**src/rtl/pci_park_pkg.sv**
```systemverilog
package pci_park_pkg;

  typedef enum logic {
    ARB_INTERNAL = 1'b0,
    ARB_EXTERNAL = 1'b1
  } arb_mode_e;

  // Even parity: PAR makes the total count of ones over value and PAR even.
  function automatic logic even_par(input logic [63:0] v);
    return ^v;
  endfunction

endpackage

```
**src/rtl/pci_grant_sel.sv**
```systemverilog
module pci_grant_sel
  import pci_park_pkg::*;
(
  input  logic ext_arb,
  input  logic gnt_n,
  input  logic ext_gnt_n,
  output logic grant
);
  arb_mode_e mode;

  always_comb begin
    mode  = arb_mode_e'(ext_arb);
    grant = (mode == ARB_EXTERNAL) ? ~ext_gnt_n : ~gnt_n;
  end
endmodule

```
**src/rtl/pci_req_ctrl.sv**
```systemverilog
module pci_req_ctrl
  import pci_park_pkg::*;
(
  input  logic clk,
  input  logic rst_n,
  input  logic ext_arb,
  input  logic grant,
  input  logic pend,
  input  logic idle,
  input  logic parked,
  output logic req_q,
  output logic gseen_q,
  output logic fire,
  output logic frame_q
);
  arb_mode_e mode;
  logic      fire_int;
  logic      fire_ext;

  always_comb begin
    mode     = arb_mode_e'(ext_arb);
    // internal arbiter: start from park, or after a granted request
    fire_int = pend & idle & grant & (parked | gseen_q);
    // external arbiter: one cycle after grant seen against our request
    fire_ext = pend & idle & gseen_q;
    fire     = (mode == ARB_EXTERNAL) ? fire_ext : fire_int;
  end

  always_ff @(posedge clk) begin
    if (!rst_n) begin
      req_q   <= 1'b0;
      gseen_q <= 1'b0;
      frame_q <= 1'b0;
    end else begin
      req_q   <= pend & ~fire;
      gseen_q <= grant & req_q & ~fire;
      frame_q <= fire;
    end
  end
endmodule

```
**src/rtl/pci_park_drive.sv**
```systemverilog
module pci_park_drive (
  input  logic clk,
  input  logic rst_n,
  input  logic grant,
  input  logic idle,
  input  logic req_q,
  input  logic fire,
  output logic ad_oe_q,
  output logic par_oe_q
);
  logic park_ok;

  always_comb park_ok = grant & idle & ~req_q & ~fire;

  always_ff @(posedge clk) begin
    if (!rst_n) begin
      ad_oe_q  <= 1'b0;
      par_oe_q <= 1'b0;
    end else begin
      ad_oe_q  <= park_ok;
      par_oe_q <= park_ok & ad_oe_q;
    end
  end
endmodule

```
**src/rtl/pci_park_ctrl.sv**
```systemverilog
module pci_park_ctrl
  import pci_park_pkg::*;
#(
  parameter int            AD_W     = 32,
  parameter int            CBE_W    = 4,
  parameter logic [AD_W-1:0]  PARK_AD  = 32'h0000_0001,
  parameter logic [CBE_W-1:0] PARK_CBE = 4'h0
) (
  input  logic             clk,
  input  logic             rst_n,
  input  logic             ext_arb,
  input  logic             gnt_n,
  input  logic             ext_gnt_n,
  input  logic             pend,
  input  logic             idle,
  output logic             req_n,
  output logic             frame_n,
  output logic             ad_oe,
  output logic             par_oe,
  output logic [AD_W-1:0]  park_ad,
  output logic [CBE_W-1:0] park_cbe,
  output logic             park_par
);
  localparam int BUS_W = AD_W + CBE_W;

  logic grant;
  logic req_q;
  logic gseen_q;
  logic fire;
  logic frame_q;
  logic ad_oe_q;
  logic par_oe_q;
  logic [BUS_W-1:0] park_bus;

  pci_grant_sel u_gsel (
    .ext_arb   (ext_arb),
    .gnt_n     (gnt_n),
    .ext_gnt_n (ext_gnt_n),
    .grant     (grant)
  );

  pci_req_ctrl u_req (
    .clk     (clk),
    .rst_n   (rst_n),
    .ext_arb (ext_arb),
    .grant   (grant),
    .pend    (pend),
    .idle    (idle),
    .parked  (ad_oe_q),
    .req_q   (req_q),
    .gseen_q (gseen_q),
    .fire    (fire),
    .frame_q (frame_q)
  );

  pci_park_drive u_drv (
    .clk      (clk),
    .rst_n    (rst_n),
    .grant    (grant),
    .idle     (idle),
    .req_q    (req_q),
    .fire     (fire),
    .ad_oe_q  (ad_oe_q),
    .par_oe_q (par_oe_q)
  );

  always_comb begin
    park_bus = {PARK_AD, PARK_CBE};
    req_n    = ~req_q;
    frame_n  = ~frame_q;
    ad_oe    = ad_oe_q;
    par_oe   = par_oe_q;
    park_ad  = PARK_AD;
    park_cbe = PARK_CBE;
    park_par = even_par(64'(park_bus));
  end
endmodule

```
**config.mk**
```make
export PLATFORM = sky130hd
export DESIGN_NAME = pci_park_ctrl
export DESIGN_NICKNAME = d
export VERILOG_FILES = /design/src/rtl/pci_park_pkg.sv /design/src/rtl/pci_grant_sel.sv /design/src/rtl/pci_req_ctrl.sv /design/src/rtl/pci_park_drive.sv /design/src/rtl/pci_park_ctrl.sv
export SDC_FILE = /design/constraint.sdc
export NUM_CORES = 1
export LEC_CHECK = 0
export BUFFER_PORTS_ARGS = -buffer_cell sky130_fd_sc_hd__buf_2
export CORE_AREA = 2 2 40 42
export CTS_CLUSTER_SIZE = 14
export DETAILED_ROUTE_END_ITERATION = 8
export DIE_AREA = 0 0 42 44
export GPL_ROUTABILITY_DRIVEN = 0
export HOLD_SLACK_MARGIN = 0.15
export PLACE_DENSITY = 0.85
export SLEW_MARGIN = 30
export SYNTH_ARGS = -nofsm -noshare
export SYNTH_HDL_FRONTEND = slang
export SYNTH_SLANG_ARGS = --single-unit
```
**constraint.sdc**
```tcl
create_clock -name clk -period 1.5 [get_ports clk]
set_input_delay 0.3 -clock clk [delete_from_list [all_inputs] [get_ports clk]]
set_output_delay 0.3 -clock clk [all_outputs]
set_load 0.01 [all_outputs]
```
Word level (Yosys, flattened, before mapping)
Cells that the tools add are included.

Flip-flop bits (word level): 5. Output and inout bits: 41. Word-level logic and storage cells: 24.

Multiplexer cells: 2. Bitwise logic cells: 17.

Operators with widths (count): AND 1 bit (11); NOT 1 bit (5); 2-to-1 mux 1 bit (2); OR 1 bit (1).

Logic depth before layout (Yosys ltp)
Depth in word-level cells: 8. Mapped depth: 3.

Cells and area by module
Synthesis repeated with hierarchy kept, for this count alone.

Cells, all modules: 60. Area total of the unflattened synthesis: 493.0 um^2.

Modules (own cells, without submodules): pci_park_ctrl (instances 1, cells an instance 41, area each 292.8 um^2, sequential area each 0.0 um^2); pci_req_ctrl (instances 1, cells an instance 12, area each 116.4 um^2, sequential area each 60.1 um^2); pci_park_drive (instances 1, cells an instance 6, area each 73.8 um^2, sequential area each 40.0 um^2); pci_grant_sel (instances 1, cells an instance 1, area each 10.0 um^2, sequential area each 0.0 um^2).

Least setup slack after synthesis
Ideal clock, no wire load.

Kind: register to register. Start point: register u_drv.ad_oe_q. End point: register u_req.frame_q. Setup time: 0.115 ns. Arrival time: 0.864 ns. Slack: 0.521 ns. Cell stages (with the launch flop): 4. Path buffers: 0. Cells stage by stage: dfxtp_1 nor2b_1 o2111a_2 and2_1.

Longest elaborated chain between the ends: 3.

Ends and longest elaborated chain: start: declaration (line pci_park_drive.sv:8) `output logic ad_oe_q,`; start signal: assignment (line pci_park_drive.sv:20) `ad_oe_q <= park_ok;`; OR 1 bit (line pci_req_ctrl.sv:23) `fire_int = pend & idle & grant & (parked | gseen_q);`; AND 1 bit (line pci_req_ctrl.sv:23); 2-to-1 mux 1 bit (line pci_req_ctrl.sv:26) `fire = (mode == ARB_EXTERNAL) ? fire_ext : fire_int;`; end signal: assignment (line pci_req_ctrl.sv:37) `frame_q <= fire;`; end: declaration (line pci_req_ctrl.sv:14) `output logic frame_q`.

No other way between the ends. A chain may end at the register's enable or synchronous reset.

Worst setup path in the final report
Start point: register u_req.req_q. End point: output req_n.

Longest elaborated chain between the ends: 1.

Ends and longest elaborated chain: start: declaration (line pci_req_ctrl.sv:11) `output logic req_q,`; start signal: assignment (line pci_req_ctrl.sv:35) `req_q <= pend & ~fire;`; NOT 1 bit (line pci_park_ctrl.sv:69) `req_n = ~req_q;`; end: declaration (line pci_park_ctrl.sv:16) `output logic req_n,`.

No other way between the ends.

==> out/results.ini <==
[clock_network]
cts_hold_buf = 0
ctsHtreeMaxLevel = 1
clkTransAtPathRegs_ns = 0.04
cts-root-buf = clkbuf_4
cts_tree = yes
cts.sink_count = 5
clk_latency_ns = 0.24
cts_buffers = 3
cts_buffer_depth = 2
cts.repair.resized = 0
postCtsSetupBuffers = 0

[routing]
vias = 288
finalWirelength_um = 618
ant_nets = 0
drt_iter0_drc = 6
wl_per_cell_um = 7.02
firstDrtPassIters = 4
drc_errors = 0
post_drt_via_cell_ratio = 3.27

[global_route]
grt_max_degree = 6
antenna_found_initial = 0
track_usage = 0.0601
grt_pass1_vias = 194
grt_overflow = 0
grt_pass1_wl_um = 752

[floorplanning]
dieWidth_um = 42
die_area_um2 = 1850
die_h_um = 44
rows = 14
initial_utilization = 0.335
ios = 48
coreArea_um2 = 1420

[setup_path]
slowest_delay_ns = 0.36
end_kind = primary output
critPathRequiredTime_ns = 1.20
cp_cell_sequence = inv_1, buf_2
crit_slowest_cell = dfxtp_1
rr_endpoint = u_req.frame_q
worstSetupStartpointType = register
crit_buf_inv = 2
worstRegToRegCells = 3
cp.arrival_ns = 0.78
r2r-start = u_drv.ad_oe_q
cp_top_family = flip-flops
critPathKind = reg2out
cp_max_fo = 3
rrSetupSlack_ns = 0.52

[cells_and_area]
final_common_cell = conb_1
drive_gt1_frac = 0.194
final_cell_area_um2 = 425
n_fill_cell = 165
areaGrowthSynthToFinish_pct = -10.5
diodes = 0
layout.nets = 80
finalCoreUtilization = 0.300
final_cell_mix = conb_1, buf_2, dfxtp_1, nor2_1, clkbuf_4
final_cells = 88

[yosys]
synth-seq-area-share = 0.211
syn_inst = 60
synth_xor_area_frac = 0
synthAdderAreaFrac = 0
ys_types = 13
synth_mux_area_frac = 0.0211
synth_simple_gate_area_frac = 0.126
ys_seq_elements = 5
syn_avg_cell_area_um2 = 7.92
syn-cell-area_um2 = 475
synth_compound_area_frac = 0.0263
yosys.area.top_type = buf_4
yosysTopAreaCellShare = 0.584
synth_top_family_by_area = buffers and inverters
synth_area_leaders = buf_4, dfxtp_1, nor2_1
yosys_warnings = 0

[sta]
tns_ns = 0
hold-worst-slack_ns = 0.302
rsz0062_at_grt = no
fmax_ghz = 0.923
skew_ns = 0.00275
worst_slack_ns = 0.416
fin_crit_ns = 1.08
setup_violations = 0
slew_violations = 0
period_share = 0.723
finalHoldViolations = 0

[min_path]
hold_path.class = in2reg
holdPathStages = 3
worstHoldStart = pend
hold_end = u_req.req_q

[placed_design]
io_buffers = 10
dpl_cell_area_um2 = 399
dp_hpwl_um = 529
place_inst = 84
pre_cts_slack_ns = 0.490

[pwr]
combPwrFrac = 0.191
power.density_nw_per_um2 = 852
total_power_mw = 0.363
peakVddDrop_v = 0.000511
leakage_nw = 0.256
p_switching_mw = 0.112
p_seq_frac = 0.385
power_frac_clock = 0.424
switching_share = 0.308
p_int_mw = 0.251

[job]
cap_viol_max_count = 0

[status]
outcome = completed

-- worst register-to-register path, cell delays in order (launching register included) --
cell and delay, ns:
dfxtp_1 0.31, nor2b_1 0.13, o2111a_2 0.28, and2_1 0.16
-- logic make-up after synthesis --
group	count (synthesis)
other cells	2
mux	1
flops	5
compound gates	1
simple gates	12
buf+inv	39
-- cell type report --
cell class,count,area (um^2),share of cell area
clock buffer,4,26.3,0.0618
inverter,2,7.51,0.0176
multi-input combinational,51,221,0.521
sequential,5,100,0.235
tap,16,20.0,0.0471
timing repair buffer,10,50.0,0.118
-- power groups by stage --
stage	Clock, mW	Sequential [mW]	Combinational, mW
after floorplan	0	0.142	0.122
after global placement	0	0.142	0.0657
after detailed placement	0	0.142	0.0670
after CTS	0.162	0.139	0.0672
after global routing	0.174	0.140	0.0768
final	0.154	0.140	0.0691
-- layer usage --
layer / global-route usage / share of wire / routed length [um]
met2: 0.0781 / 0.46 / 284
met5: 0 / 0 / 0
met3: 0.0667 / 0.23 / 141
met4: 0.0194 / 0 / 0
met1: 0.0627 / 0.31 / 193
-- state kept, by name, indices dropped and copies added (netlist names) --
name            count
u_drv.ad_oe_q       1
u_drv.par_oe_q      1
u_req.frame_q       1
u_req.gseen_q       1
u_req.req_q         1
-- synthesized netlist by cell type --
library cell  number
conb_1             2
mux2i_1            1
dfxtp_1            5
nor2_1             4
nand2b_1           1
inv_1              2
buf_4             37
nor2b_1            2
nand4_1            1
o2111a_2           1
nand3_1            2
and2_1             1
nand2_1            1
-- how the worst max path moves through the flow --
stage / from / to / slack [ns] / depth (start not counted)
2_1_floorplan: u_drv.ad_oe_q / u_req.frame_q / 0.52 / 3
3_3_place_gp: ext_arb / u_req.frame_q / 0.49 / 4
3_5_place_dp: ext_arb / u_drv.par_oe_q / 0.49 / 4
4_1_cts: u_req.req_q / req_n / 0.42 / 2
5_1_grt: u_req.req_q / req_n / 0.37 / 2
6_report: u_req.req_q / req_n / 0.42 / 2
Note: power is estimated with default switching activity, not from simulation.
